## config.mk

```make
export PLATFORM = sky130hd
export DESIGN_NAME = cursor_regbank
export DESIGN_NICKNAME = d
export VERILOG_FILES = /design/src/rtl/cursor_regbank_pkg.sv /design/src/rtl/cursor_pending.sv /design/src/rtl/cursor_readback.sv /design/src/rtl/cursor_commit.sv /design/src/rtl/cursor_regbank.sv
export SDC_FILE = /design/constraint.sdc
export NUM_CORES = 1
export LEC_CHECK = 0
export ABC_CLOCK_PERIOD_IN_PS = 4600
export BUFFER_PORTS_ARGS = -buffer_cell sky130_fd_sc_hd__buf_2
export CAP_MARGIN = 20
export CORE_UTILIZATION = 25
export CTS_BUF_LIST = sky130_fd_sc_hd__clkbuf_16
export CTS_CLUSTER_DIAMETER = 150
export DETAILED_ROUTE_END_ITERATION = 8
export HOLD_SLACK_MARGIN = 0.1
export PLACE_DENSITY_LB_ADDON = 0.1
export SYNTH_ARGS = -nofsm -noshare
export SYNTH_HDL_FRONTEND = slang
export SYNTH_SLANG_ARGS = --single-unit
```

## constraint.sdc

```tcl
create_clock -name clk -period 4.6 [get_ports clk]
set_clock_uncertainty 0.15 [all_clocks]
set_input_delay 1.15 -clock clk [delete_from_list [all_inputs] [get_ports clk]]
set_output_delay 1.15 -clock clk [all_outputs]
set_load 0.01 [all_outputs]
```

## src/rtl/cursor_regbank_pkg.sv

```systemverilog
package cursor_regbank_pkg;

    // bus geometry
    parameter int BUS_AW    = 4;
    parameter int BUS_DW    = 32;

    // field widths
    parameter int COORD_W   = 13;
    parameter int HOT_W     = 6;
    parameter int SIZE_W    = 7;
    parameter int CHAN_W    = 8;
    parameter int BASE_W    = 40;
    parameter int PAGE_BITS = 12;

    // upper-half field positions inside a bus word
    parameter int POS_HI_LSB  = 16;
    parameter int PAIR_HI_LSB = 8;

    localparam int HI_W   = BASE_W - BUS_DW;
    localparam int LO_W   = BUS_DW - PAGE_BITS;
    localparam int PAGE_W = BASE_W - PAGE_BITS;
    localparam int RGB_W  = 3 * CHAN_W;

    // register offsets
    localparam logic [BUS_AW-1:0] OFS_CTRL    = BUS_AW'(0);
    localparam logic [BUS_AW-1:0] OFS_LOCK    = BUS_AW'(1);
    localparam logic [BUS_AW-1:0] OFS_POS     = BUS_AW'(2);
    localparam logic [BUS_AW-1:0] OFS_HOT     = BUS_AW'(3);
    localparam logic [BUS_AW-1:0] OFS_SIZE    = BUS_AW'(4);
    localparam logic [BUS_AW-1:0] OFS_COL_A   = BUS_AW'(5);
    localparam logic [BUS_AW-1:0] OFS_COL_B   = BUS_AW'(6);
    localparam logic [BUS_AW-1:0] OFS_BASE_HI = BUS_AW'(7);
    localparam logic [BUS_AW-1:0] OFS_BASE_LO = BUS_AW'(8);

    typedef enum logic [1:0] {
        CM_MONO     = 2'd0,
        CM_ANDMASK  = 2'd1,
        CM_PREMUL   = 2'd2,
        CM_STRAIGHT = 2'd3
    } cur_mode_e;

    typedef struct packed {
        logic [CHAN_W-1:0] r;
        logic [CHAN_W-1:0] g;
        logic [CHAN_W-1:0] b;
    } rgb_t;

    typedef struct packed {
        logic               enable;
        cur_mode_e          mode;
        logic               magnify;
        logic               clamp;
        logic [COORD_W-1:0] x;
        logic [COORD_W-1:0] y;
        logic [HOT_W-1:0]   hot_x;
        logic [HOT_W-1:0]   hot_y;
        logic [SIZE_W-1:0]  wm1;
        logic [SIZE_W-1:0]  hm1;
        rgb_t               col_a;
        rgb_t               col_b;
        logic [PAGE_W-1:0]  page;
    } cur_cfg_t;

    function automatic cur_cfg_t cfg_reset();
        cur_cfg_t c;
        c       = '0;
        c.col_b = '{r: '1, g: '1, b: '1};
        return c;
    endfunction

endpackage

```

## src/rtl/cursor_pending.sv

```systemverilog
module cursor_pending
    import cursor_regbank_pkg::*;
(
    input  logic              clk,
    input  logic              rst_n,
    input  logic              wr_en,
    input  logic [BUS_AW-1:0] wr_addr,
    input  logic [BUS_DW-1:0] wr_data,
    output cur_cfg_t          pend_cfg,
    output logic              lock,
    output logic [HI_W-1:0]   hi_stage
);

    typedef struct packed {
        cur_cfg_t        cfg;
        logic            lock;
        logic [HI_W-1:0] hi;
    } pend_st_t;

    pend_st_t st_d, st_q;

    logic unused_wdata;
    assign unused_wdata = ^wr_data;

    always_comb begin
        st_d = st_q;
        if (wr_en) begin
            case (wr_addr)
                OFS_CTRL: begin
                    st_d.cfg.enable  = wr_data[0];
                    st_d.cfg.mode    = cur_mode_e'(wr_data[2:1]);
                    st_d.cfg.magnify = wr_data[3];
                    st_d.cfg.clamp   = wr_data[4];
                end
                OFS_LOCK: st_d.lock = wr_data[0];
                OFS_POS: begin
                    st_d.cfg.x = wr_data[COORD_W-1:0];
                    st_d.cfg.y = wr_data[POS_HI_LSB +: COORD_W];
                end
                OFS_HOT: begin
                    st_d.cfg.hot_x = wr_data[HOT_W-1:0];
                    st_d.cfg.hot_y = wr_data[PAIR_HI_LSB +: HOT_W];
                end
                OFS_SIZE: begin
                    st_d.cfg.wm1 = wr_data[SIZE_W-1:0];
                    st_d.cfg.hm1 = wr_data[PAIR_HI_LSB +: SIZE_W];
                end
                OFS_COL_A:   st_d.cfg.col_a = wr_data[RGB_W-1:0];
                OFS_COL_B:   st_d.cfg.col_b = wr_data[RGB_W-1:0];
                OFS_BASE_HI: st_d.hi = wr_data[HI_W-1:0];
                // low word completes the address from the staged byte
                OFS_BASE_LO: st_d.cfg.page = {st_q.hi, wr_data[BUS_DW-1:PAGE_BITS]};
                default: ;
            endcase
        end
    end

    always_ff @(posedge clk or negedge rst_n) begin
        if (!rst_n) begin
            st_q      <= '0;
            st_q.cfg  <= cfg_reset();
        end else begin
            st_q <= st_d;
        end
    end

    assign pend_cfg = st_q.cfg;
    assign lock     = st_q.lock;
    assign hi_stage = st_q.hi;

endmodule

```

## src/rtl/cursor_readback.sv

```systemverilog
module cursor_readback
    import cursor_regbank_pkg::*;
(
    input  logic              clk,
    input  logic              rst_n,
    input  logic              rd_en,
    input  logic [BUS_AW-1:0] rd_addr,
    input  cur_cfg_t          pend_cfg,
    input  logic              lock,
    input  logic [HI_W-1:0]   hi_stage,
    output logic [BUS_DW-1:0] rd_data
);

    logic [BUS_DW-1:0] rd_d, rd_q;

    always_comb begin
        rd_d = rd_q;
        if (rd_en) begin
            rd_d = '0;
            case (rd_addr)
                OFS_CTRL: begin
                    rd_d[0]   = pend_cfg.enable;
                    rd_d[2:1] = pend_cfg.mode;
                    rd_d[3]   = pend_cfg.magnify;
                    rd_d[4]   = pend_cfg.clamp;
                end
                OFS_LOCK: rd_d[0] = lock;
                OFS_POS: begin
                    rd_d[COORD_W-1:0]          = pend_cfg.x;
                    rd_d[POS_HI_LSB +: COORD_W] = pend_cfg.y;
                end
                OFS_HOT: begin
                    rd_d[HOT_W-1:0]            = pend_cfg.hot_x;
                    rd_d[PAIR_HI_LSB +: HOT_W] = pend_cfg.hot_y;
                end
                OFS_SIZE: begin
                    rd_d[SIZE_W-1:0]            = pend_cfg.wm1;
                    rd_d[PAIR_HI_LSB +: SIZE_W] = pend_cfg.hm1;
                end
                OFS_COL_A:   rd_d[RGB_W-1:0] = pend_cfg.col_a;
                OFS_COL_B:   rd_d[RGB_W-1:0] = pend_cfg.col_b;
                OFS_BASE_HI: rd_d[HI_W-1:0]  = hi_stage;
                OFS_BASE_LO: rd_d[BUS_DW-1:PAGE_BITS] = pend_cfg.page[LO_W-1:0];
                default: ;
            endcase
        end
    end

    always_ff @(posedge clk or negedge rst_n) begin
        if (!rst_n) rd_q <= '0;
        else        rd_q <= rd_d;
    end

    assign rd_data = rd_q;

endmodule

```

## src/rtl/cursor_commit.sv

```systemverilog
module cursor_commit
    import cursor_regbank_pkg::*;
(
    input  logic     clk,
    input  logic     rst_n,
    input  logic     frame_start,
    input  logic     lock,
    input  cur_cfg_t pend_cfg,
    output cur_cfg_t act_cfg
);

    cur_cfg_t act_d, act_q;

    always_comb begin
        act_d = act_q;
        if (frame_start && !lock) act_d = pend_cfg;
    end

    always_ff @(posedge clk or negedge rst_n) begin
        if (!rst_n) act_q <= cfg_reset();
        else        act_q <= act_d;
    end

    assign act_cfg = act_q;

endmodule

```

## src/rtl/cursor_regbank.sv

```systemverilog
module cursor_regbank
    import cursor_regbank_pkg::*;
(
    input  logic               clk,
    input  logic               rst_n,
    input  logic               bus_wr,
    input  logic               bus_rd,
    input  logic [BUS_AW-1:0]  bus_addr,
    input  logic [BUS_DW-1:0]  bus_wdata,
    output logic [BUS_DW-1:0]  bus_rdata,
    input  logic               frame_start,
    output logic               cur_enable,
    output logic [1:0]         cur_mode,
    output logic               cur_magnify,
    output logic               cur_clamp,
    output logic [COORD_W-1:0] cur_x,
    output logic [COORD_W-1:0] cur_y,
    output logic [HOT_W-1:0]   cur_hot_x,
    output logic [HOT_W-1:0]   cur_hot_y,
    output logic [SIZE_W-1:0]  cur_width_m1,
    output logic [SIZE_W-1:0]  cur_height_m1,
    output logic [RGB_W-1:0]   cur_color_a,
    output logic [RGB_W-1:0]   cur_color_b,
    output logic [BASE_W-1:0]  cur_base
);

    cur_cfg_t        pend_cfg;
    cur_cfg_t        act_cfg;
    logic            lock_w;
    logic [HI_W-1:0] hi_stage;

    cursor_pending u_pending (
        .clk      (clk),
        .rst_n    (rst_n),
        .wr_en    (bus_wr),
        .wr_addr  (bus_addr),
        .wr_data  (bus_wdata),
        .pend_cfg (pend_cfg),
        .lock     (lock_w),
        .hi_stage (hi_stage)
    );

    cursor_readback u_readback (
        .clk      (clk),
        .rst_n    (rst_n),
        .rd_en    (bus_rd),
        .rd_addr  (bus_addr),
        .pend_cfg (pend_cfg),
        .lock     (lock_w),
        .hi_stage (hi_stage),
        .rd_data  (bus_rdata)
    );

    cursor_commit u_commit (
        .clk         (clk),
        .rst_n       (rst_n),
        .frame_start (frame_start),
        .lock        (lock_w),
        .pend_cfg    (pend_cfg),
        .act_cfg     (act_cfg)
    );

    assign cur_enable    = act_cfg.enable;
    assign cur_mode      = act_cfg.mode;
    assign cur_magnify   = act_cfg.magnify;
    assign cur_clamp     = act_cfg.clamp;
    assign cur_x         = act_cfg.x;
    assign cur_y         = act_cfg.y;
    assign cur_hot_x     = act_cfg.hot_x;
    assign cur_hot_y     = act_cfg.hot_y;
    assign cur_width_m1  = act_cfg.wm1;
    assign cur_height_m1 = act_cfg.hm1;
    assign cur_color_a   = act_cfg.col_a;
    assign cur_color_b   = act_cfg.col_b;
    assign cur_base      = {act_cfg.page, {PAGE_BITS{1'b0}}};

endmodule

```

==> flow_summary.rst, run 1 <==
.. list-table::
   :header-rows: 1

   * - Metric
     - Value
   * - Status
     - finished clean
   * - Unrepaired setup endpoints after global routing
     - no
   * - Final-layout fill cell count
     - 5267
   * - First-pass GRT wire length
     - ~60000 um
   * - Crit path required time
     - roughly 5 ns
   * - Last weighted congestion value of the routability-driven placer
     - around 0.70
   * - Core region area
     - between 50000 and 60000 sq um
   * - Maximum Capacitance Violations
     - 0
   * - Class of the tightest hold or removal check
     - flip-flop to flip-flop
   * - Setup fix buffers added after clock tree synthesis
     - 0
   * - Vias per inst
     - approximately 4.5
   * - Share of synthesized area occupied by flip-flops and latches
     - between 50% and 60%
   * - DIE AREA
     - roughly 53000 sq um
   * - Syn. warnings
     - 0
   * - Setup crit start kind
     - input port
   * - Share of layout cells above drive strength 1
     - between 50% and 60%
   * - Pin count of the biggest net entering global routing
     - 92
   * - Total number of clock tree sinks
     - just over 300
   * - Ant. Diodes
     - 0
   * - Worst slew slack as a fraction of its limit
     - ~28%
   * - I/O pin cnt
     - about 220
   * - Final hold violation count
     - 0
   * - Number of buffers added on ports
     - between 200 and 250
   * - DRC errors left
     - 0
   * - CTS tree
     - done
   * - Clock tree root driver cell
     - sky130_fd_sc_hd__clkbuf_16
   * - Starting DRT DRC Count
     - 436
   * - Via count of the first global-routing pass
     - roughly 8600
   * - Share of synthesized registers carrying an async set or reset
     - 100%
   * - Cells after Synth
     - roughly 870
   * - EDFF count, synth
     - 0
   * - Setup slack of the critical path after layout
     - ~1.4 ns
   * - Setup tns final
     - 0 ns
   * - Die height
     - 231 um
   * - Largest vdd supply drop
     - 0.203 mV
   * - Class of the most critical setup path
     - input port to flip-flop
   * - Initial antenna violation count
     - 4
   * - Clock buffers created by TritonCTS
     - 38
   * - Final Instance Count excl. Fillers
     - 1778
   * - Final wirelength
     - around 41000 um
   * - Die Span X
     - 231 um
   * - Nature of the critical path endpoint
     - flip-flop
   * - Clock input transition at the sequential cells of the worst setup and hold paths
     - ~0.060 ns
   * - HPWL Detailed
     - 27900 um
   * - Setup violation total in the final timing report
     - 0
   * - Number of cells upsized or downsized after cts
     - 0
   * - Final Max Tran Viols
     - 0
   * - Leak pwr
     - about 7.2 nW
   * - Remaining number of nets flagged by the antenna check after routing
     - 0
   * - Data arrival time of the critical path
     - 3.43 ns
   * - Standard-cell row count
     - 83
   * - Residual overflow from global routing
     - 0
   * - Fin crit share
     - between 60 and 70%
   * - Wire per inst
     - 23.3 um
   * - Post-placement worst setup slack
     - between 0.7 and 0.8 ns
   * - First-pass detailed-route iteration total
     - 4
   * - Maximum fanout along the worst path
     - 30
   * - Effective utilization at floorplan
     - 25.4%
   * - Flip-flop and latch count after synthesis
     - ~300
   * - Total vias in the final route
     - ~8000
   * - H-tree depth reported by CTS
     - 2
   * - Post-cts hold buffer count
     - 0
   * - Total Routing Usage GR
     - roughly 16%
   * - Multi-input gate area
     - ~5000 sq um
   * - Maximum number of buffers from clock root to sink
     - 3
   * - Primary flip-flop cell chosen by synthesis mapping
     - sky130_fd_sc_hd__dfrtp_1
   * - Actual slew at the worst max-slew pin
     - roughly 1.1 ns
   * - Sequential cell area
     - a little under 8000 sq um
   * - Cell area after synthesis
     - between 10000 and 15000 sq um
   * - Total power divided by cell area
     - between 500 and 600 nW/um^2
   * - Min Clock Period, post-route
     - roughly 3.2 ns
   * - # placed instances
     - ~1700
   * - Mapped Avg Cell Area
     - 15.1 sq um
   * - Achievable clock frequency
     - around 320 MHz
   * - Area growth syn-to-layout
     - 21.4%
   * - Number of distinct library cells after synthesis
     - between 60 and 70
   * - Nets@finish
     - 1111
   * - Clock insertion delay at the later pin of the skew report
     - around 0.56 ns
[per-layer routing]
| layer | track usage, % | vias to the layer above | part of all wire, % |
|---|---|---|---|
| li1 | - | 3585 | - |
| met1 | 22.1 | 4198 | 47 |
| met2 | 24.7 | 199 | 47 |
| met3 | 2.96 | 55 | 4.4 |
| met4 | 4.51 | 6 | 1.9 |
| met5 | 0 | - | 0.087 |
[cells in the mapped netlist (all sizes together), types with 6 or more instances]
cell type  number  area share, %
mux2          281             25
dfstp          48            9.6
a21oi          10           0.38
clkbuf         10           0.30
nand2b          6           0.29
mux2i          12           0.92
buf            59            3.1
nand3b         21            1.2
o2bb2ai        19            1.3
nor2b           7           0.39
dfrtp         259             50
nand3          12           0.59
a32oi          10           0.67
nand2           6           0.27
a22oi           9           0.52
o21ai          12           0.49
o32a            8           0.61
a221oi         10           0.67
nor3b           6           0.38
nor2           20           0.84
[area by class of cell]
type                            instances  share of cell area [%]
Sequential cell                       307                    48.8
Multi-Input combinational cell        497                    30.9
Timing Repair Buffer                  221                    7.72
Clock buffer                           39                    6.15
Tap cell                              680                    5.36
Clock inverter                         29                   0.938
Inverter                                5                   0.118
[placed cells by master (no fill, tap or decap), drive strengths merged, types with 12 or more instances in the layout]
cell | Yosys | layout
buf | 59 | 221
nor2 | 20 | 20
dfstp | 48 | 48
conb | 1 | 12
o2bb2ai | 19 | 19
mux2i | 12 | 12
nand3b | 21 | 21
o21ai | 12 | 12
inv | 5 | 14
dfrtp | 259 | 259
mux2 | 281 | 281
nand3 | 12 | 12
clkinv | 0 | 19
clkbuf | 10 | 39
[report_power, final]
part / switching [mW] / internal, mW
registers: 0.594 / 3.60
logic: 0.936 / 1.09
clock network: 1.18 / 1.58
[critical path: stages]
cell and delay, ns:
sky130_fd_sc_hd__buf_2 0.51, sky130_fd_sc_hd__nor2b_1 0.25, sky130_fd_sc_hd__and2_1 0.55, sky130_fd_sc_hd__nand2_4 0.51, sky130_fd_sc_hd__mux2_4 0.44
[kinds of logic (layout without fill, tap and decap cells)]
family / count (synthesis) / in the layout / synth area share, %
compound gates: 96 / 96 / 5.80
buf+inv: 74 / 294 / 3.59
flops: 307 / 307 / 59.2
mux: 294 / 294 / 26.4
other cells: 1 / 12 / 0.0287
simple gates: 95 / 95 / 4.94
[sequential cells by signal, summed over array words and instances (netlist names)]
| name | count |
|---|---|
| u_pending.hi_stage | 8 |
| u_readback.rd_data | 32 |
| u_pending.pend_cfg | 133 |
| u_commit.act_cfg | 133 |
| u_pending.lock | 1 |
[path summary, 6_finish.rpt]
check                                       startpoint                endpoint  slack, ns  cells after the start
worst max-delay path                       bus_addr[3]  u_pending.pend_cfg[11]       1.45                      5
worst min-delay path            u_readback.rd_data[18]  u_readback.rd_data[18]       0.34                      1
worst max register to register          u_pending.lock    u_commit.act_cfg[97]       2.43                      3
worst min register to register  u_readback.rd_data[18]  u_readback.rd_data[18]       0.34                      1
max in group asynchronous                        rst_n    u_commit.act_cfg[13]       2.94                      2
min in group asynchronous                        rst_n    u_commit.act_cfg[91]       0.41                      1
[through the flow]
| step | power [mW] | hold WS (ns) | utilization (%) | instance area [sq um] |
|---|---|---|---|---|
| 3_5_place_dp | 6.34 | 0.318 | 28.6 | 14700 |
| 6_report | 8.98 | 0.342 | 30.8 | 15900 |
| 4_1_cts | 9.19 | 0.335 | 30.8 | 15900 |
| 2_1_floorplan | 5.27 | 0.323 | - | 13100 |
| 3_3_place_gp | 6.32 | 0.320 | 28.6 | 14700 |
| 5_1_grt | 9.50 | 0.357 | 30.8 | 15900 |
Power figures use the tool's default switching activity.
==> run 2, diff against run 1 <==
--- a/config.mk
+++ b/config.mk
@@ -5,7 +5,8 @@
 export SDC_FILE = /design/constraint.sdc
 export NUM_CORES = 1
 export LEC_CHECK = 0
-export ABC_CLOCK_PERIOD_IN_PS = 4600
+export ABC_AREA = 1
+export ABC_CLOCK_PERIOD_IN_PS = 2960
 export BUFFER_PORTS_ARGS = -buffer_cell sky130_fd_sc_hd__buf_2
 export CAP_MARGIN = 20
 export CORE_UTILIZATION = 25
==> constraint.sdc (replaced) <==
create_clock -name clk -period 2.96 [get_ports clk]
set_clock_uncertainty 0.15 [all_clocks]
set_input_delay 0.74 -clock clk [delete_from_list [all_inputs] [get_ports clk]]
set_output_delay 0.74 -clock clk [all_outputs]
set_load 0.01 [all_outputs]
==> flow_summary.rst, run 2 <==
.. list-table::
   :header-rows: 1

   * - Metric
     - Value
   * - Share of synthesized registers carrying an async set or reset
     - 100% (unchanged)
   * - Sequential cell area
     - 7740 sq um (unchanged)
   * - Leak pwr
     - 7.73 nW (was 7.23 nW)
   * - Part of the power in registers
     - 45.6% (was 46.7%)
   * - Achievable clock frequency
     - between 400 and 500 MHz
   * - Cells after Synth
     - 1231 (was 867)
   * - Maximum number of buffers from clock root to sink
     - 3 (unchanged)
   * - Main combinational cell family by area after synthesis
     - simple AND/OR/NAND/NOR gates (was multiplexers)
   * - Internal power
     - 9.17 mW (was 6.28 mW)
   * - Cell at the slowest stage of the critical path
     - sky130_fd_sc_hd__dfstp_2 (was sky130_fd_sc_hd__and2_1)
   * - Number of cells upsized or downsized after cts
     - 0 (unchanged)
   * - Final-layout fill cell count
     - 5254 (was 5267)
   * - Pin count of the biggest net entering global routing
     - 70 (was 92)
   * - First-pass detailed-route iteration total
     - 5 (was 4)
   * - Sw power
     - 3.97 mW (was 2.71 mW)
   * - Post-placement worst setup slack
     - 0.628 ns (was 0.789 ns)
   * - HPWL Detailed
     - 27700 um (was 27900 um)
   * - Worst path max stage delay
     - 0.52 ns (was 0.55 ns)
   * - Setup crit start kind
     - flip-flop (was input port)
   * - Actual slew at the worst max-slew pin
     - 0.871 ns (was 1.08 ns)
   * - Mux cell area share after synthesis
     - 7.79% (was 26.4%)
   * - Core region area
     - 49300 sq um (was 51500 sq um)
   * - Crit path depth
     - 1 (was 5)
   * - Final wirelength
     - 40600 um (was 41300 um)
   * - Post-Route Hold Slack
     - 0.311 ns (was 0.342 ns)
   * - Initial antenna violation count
     - 4 (unchanged)
   * - Setup violation total in the final timing report
     - 0 (unchanged)
   * - Crit path required time
     - 2.07 ns (was 4.88 ns)
   * - Share of synthesized area occupied by flip-flops and latches
     - 61.5% (was 59.2%)
   * - Met3 routing resource usage after global routing
     - 2.89% (was 2.96%)
   * - Worst hold path depth
     - 3 (was 1)
   * - Number of buffers added on ports
     - 205 (unchanged)
   * - Unrepaired setup endpoints after global routing
     - no (unchanged)
   * - Data arrival time of the critical path
     - 1.24 ns (was 3.43 ns)
   * - Total buffers and inverters traversed by the critical path
     - 1 (unchanged)
   * - Switching part of the total
     - 30.2% (was 30.1%)
   * - Global-route track usage on met1
     - 23.5% (was 22.1%)
   * - Xor/xnor share of the synthesized area
     - 0% (unchanged)
   * - Maximum fanout along the worst path
     - 2 (was 30)
   * - Share of layout cells above drive strength 1
     - 31.0% (was 53.8%)
   * - DRC errors left
     - 0 (unchanged)
   * - I/O pin cnt
     - 218 (unchanged)
   * - Total vias in the final route
     - 9269 (was 8043)
   * - Mapped Avg Cell Area
     - 10.2 sq um (was 15.1 sq um)
   * - Clock buffers created by TritonCTS
     - 39 (was 38)
   * - Syn. warnings
     - 0 (unchanged)
   * - Commonest cells after routing, fill and taps aside
     - sky130_fd_sc_hd__nand2_1, sky130_fd_sc_hd__dfrtp_1, sky130_fd_sc_hd__buf_2, sky130_fd_sc_hd__o21ai_0, sky130_fd_sc_hd__inv_1 (was sky130_fd_sc_hd__dfrtp_1, sky130_fd_sc_hd__mux2_2, sky130_fd_sc_hd__buf_2, sky130_fd_sc_hd__dfstp_2, sky130_fd_sc_hd__mux2_4)
   * - CTS tree
     - done (unchanged)
   * - DIE AREA
     - 51200 sq um (was 53200 sq um)
   * - Primary flip-flop cell chosen by synthesis mapping
     - sky130_fd_sc_hd__dfrtp_1 (unchanged)
   * - Most area-hungry cell type in the Yosys netlist
     - sky130_fd_sc_hd__dfrtp_1 (unchanged)
   * - Last weighted congestion value of the routability-driven placer
     - 0.737 (was 0.699)
   * - Remaining number of nets flagged by the antenna check after routing
     - 0 (unchanged)
   * - Min Clock Period, post-route
     - about 2.1 ns
   * - Class of the tightest hold or removal check
     - input port to flip-flop (was flip-flop to flip-flop)
   * - Die height
     - 226 um (was 231 um)
   * - Via count of the first global-routing pass
     - 9226 (was 8590)
   * - Die Span X
     - 226 um (was 231 um)
   * - Wire per inst
     - 19.1 um (was 23.3 um)
   * - Flip-flop and latch count after synthesis
     - 307 (unchanged)
   * - Maximum Capacitance Violations
     - 0 (unchanged)
   * - Total Routing Usage GR
     - 16.2% (was 15.8%)
   * - Critical path's top delay family
     - flip-flops (was simple AND/OR/NAND/NOR gates)
   * - Adder and majority gate portion of the synthesized area
     - 0% (unchanged)
   * - Setup tns final
     - 0 ns (unchanged)
   * - Status
     - finished clean (unchanged)
   * - Clock insertion delay at the later pin of the skew report
     - 0.54 ns (was 0.56 ns)
   * - Most heavily used metal layer in global routing
     - met2 (unchanged)
   * - Fin crit share
     - between 70% and 80%
   * - List of cells traversed by the critical path
     - buf_2 (was buf_2 > nor2b_1 > and2_1 > nand2_4 > mux2_4)
   * - Effective utilization at floorplan
     - 25.5% (was 25.4%)
   * - Final Max Tran Viols
     - 0 (unchanged)
   * - Class of the most critical setup path
     - flip-flop to output port (was input port to flip-flop)
   * - Number of distinct library cells after synthesis
     - 26 (was 62)
   * - H-tree depth reported by CTS
     - 2 (unchanged)
   * - Power share of the clock group
     - 35.0% (was 30.7%)
   * - Area growth syn-to-layout
     - 23.5% (was 21.4%)
   * - Leading cell types by count after synthesis
     - sky130_fd_sc_hd__nand2_1, sky130_fd_sc_hd__dfrtp_1, sky130_fd_sc_hd__o21ai_0 (was sky130_fd_sc_hd__dfrtp_1, sky130_fd_sc_hd__mux2_2, sky130_fd_sc_hd__dfstp_2)
   * - Yosys top cell area share
     - 51.5% (was 49.6%)
   * - Total power divided by cell area
     - 846 nW/um^2 (was 566 nW/um^2)
   * - Compound-Gate Fraction of Synth Area
     - 9.89% (was 5.80%)
   * - Simple-Gate Fraction of Synth Area
     - 14.4% (was 4.94%)
   * - GR Layer Usage met2
     - 24.6% (was 24.7%)
   * - Final hold violation count
     - 0 (unchanged)
   * - Setup slack of the critical path after layout
     - 0.828 ns (was 1.45 ns)
   * - Multi-input gate area
     - 4090 sq um (was 4910 sq um)
   * - Residual overflow from global routing
     - 0 (unchanged)
   * - EDFF count, synth
     - 0 (unchanged)
   * - Total number of clock tree sinks
     - 307 (unchanged)
   * - First-pass GRT wire length
     - 61400 um (was 61700 um)
   * - Clock input transition at the sequential cells of the worst setup and hold paths
     - 0.05 ns (was 0.06 ns)
   * - Nets@finish
     - 1480 (was 1111)
   * - Vias per inst
     - 4.35 (was 4.52)
   * - Cell types with the largest area share after synthesis
     - sky130_fd_sc_hd__dfrtp_1, sky130_fd_sc_hd__dfstp_2, sky130_fd_sc_hd__nand2_1 (was sky130_fd_sc_hd__dfrtp_1, sky130_fd_sc_hd__mux2_2, sky130_fd_sc_hd__dfstp_2)
   * - Standard-cell row count
     - 81 (was 83)
   * - Clock tree root driver cell
     - sky130_fd_sc_hd__clkbuf_16 (unchanged)
   * - Most common cell in the netlist
     - sky130_fd_sc_hd__nand2_1 (was sky130_fd_sc_hd__dfrtp_1)
   * - Nature of the critical path endpoint
     - output port (was flip-flop)
   * - Worst slew slack as a fraction of its limit
     - 41.8% (was 27.8%)
   * - Largest vdd supply drop
     - 0.320 mV (was 0.203 mV)
   * - Most common cell after layout, fill and taps aside
     - sky130_fd_sc_hd__nand2_1 (was sky130_fd_sc_hd__dfrtp_1)
   * - Proportion of power drawn by combinational gates
     - 19.4% (was 22.6%)
   * - R2R cell count
     - 4 (was 3)
   * - Cell area after synthesis
     - 12600 sq um (was 13100 sq um)
   * - Starting DRT DRC Count
     - 584 (was 436)
run 2: cell count changes after synthesis, sizes merged, moves of 10 or more:
| cell | previous run | this run |
|---|---|---|
| mux2 | 281 | 87 |
| nand3 | 12 | 77 |
| a32oi | 10 | 0 |
| o2bb2ai | 19 | 0 |
| a221oi | 10 | 0 |
| o21ai | 12 | 216 |
| mux2i | 12 | 0 |
| clkbuf | 10 | 20 |
| nand2 | 6 | 315 |
| nor2 | 20 | 44 |
| inv | 5 | 86 |
| nand3b | 21 | 0 |
run 2: power by group through the flow:
stage	combinational (mW)	clock (mW)	sequential, mW
after CTS	2.63	4.78	6.02
after floorplan	1.14	0	6.18
after detailed placement	2.61	0	6.08
after global routing	2.87	4.94	6.14
final	2.55	4.60	6.00
after global placement	2.59	0	6.06
run 2: logic make-up after synthesis:
family                 after synthesis
AOI/OAI and AO/OA                  237
other                                1
and+or+nand+nor                    436
DFF                                307
muxes                               87
buffers and inverters              163
run 2: worst paths after layout:
path                       slack, ns                      to                   start
setup / recovery                0.83         cur_color_b[14]    u_commit.act_cfg[42]
min in group asynchronous       0.57    u_commit.act_cfg[62]                   rst_n
max in group asynchronous       1.25    u_commit.act_cfg[44]                   rst_n
hold reg to reg                 0.32  u_pending.pend_cfg[51]  u_pending.pend_cfg[51]
hold / removal                  0.31  u_pending.pend_cfg[17]           bus_wdata[29]
setup reg to reg                1.26    u_commit.act_cfg[85]          u_pending.lock
run 2: cell type report:
cell class	instances	share of cell area (%)
Timing Repair Buffer	233	8.52
Inverter	86	2.09
Antenna cell	1	0.0161
Clock buffer	39	6.28
Tap cell	664	5.35
Sequential cell	307	49.8
Multi-Input combinational cell	772	26.4
Clock inverter	30	1.54
run 2: per-layer routing:
metal / part of all wire [%] / vias up
met4: 1.8 / 6
met1: 48 / 4547
met2: 45 / 210
met5: 0.091 / -
li1: - / 4450
met3: 4.5 / 56
run 2: metrics by stage:
| stage | utilization (%) | power (mW) | instances | instance area, sq um |
|---|---|---|---|---|
| after floorplan | - | 7.31 | 1242 | 12600 |
| after global placement | 29.0 | 8.65 | 2061 | 14300 |
| after detailed placement | 29.0 | 8.69 | 2061 | 14300 |
| after CTS | 31.5 | 13.4 | 2131 | 15500 |
| after global routing | 31.5 | 13.9 | 2132 | 15500 |
| final | 31.5 | 13.1 | 2132 | 15500 |
run 2: worst register-to-register path, cell delays in order (launching register included):
cell and delay, ns:
sky130_fd_sc_hd__dfrtp_1 0.39, sky130_fd_sc_hd__inv_1 0.10, sky130_fd_sc_hd__nand2_4 0.22, sky130_fd_sc_hd__buf_4 0.34, sky130_fd_sc_hd__mux2_2 0.38
run 2: timing repair:
action                                 in CTS  in global routing
hold buffers                                1                  0
endpoints found under the hold margin      42                  0
setup buffers                               0                  0
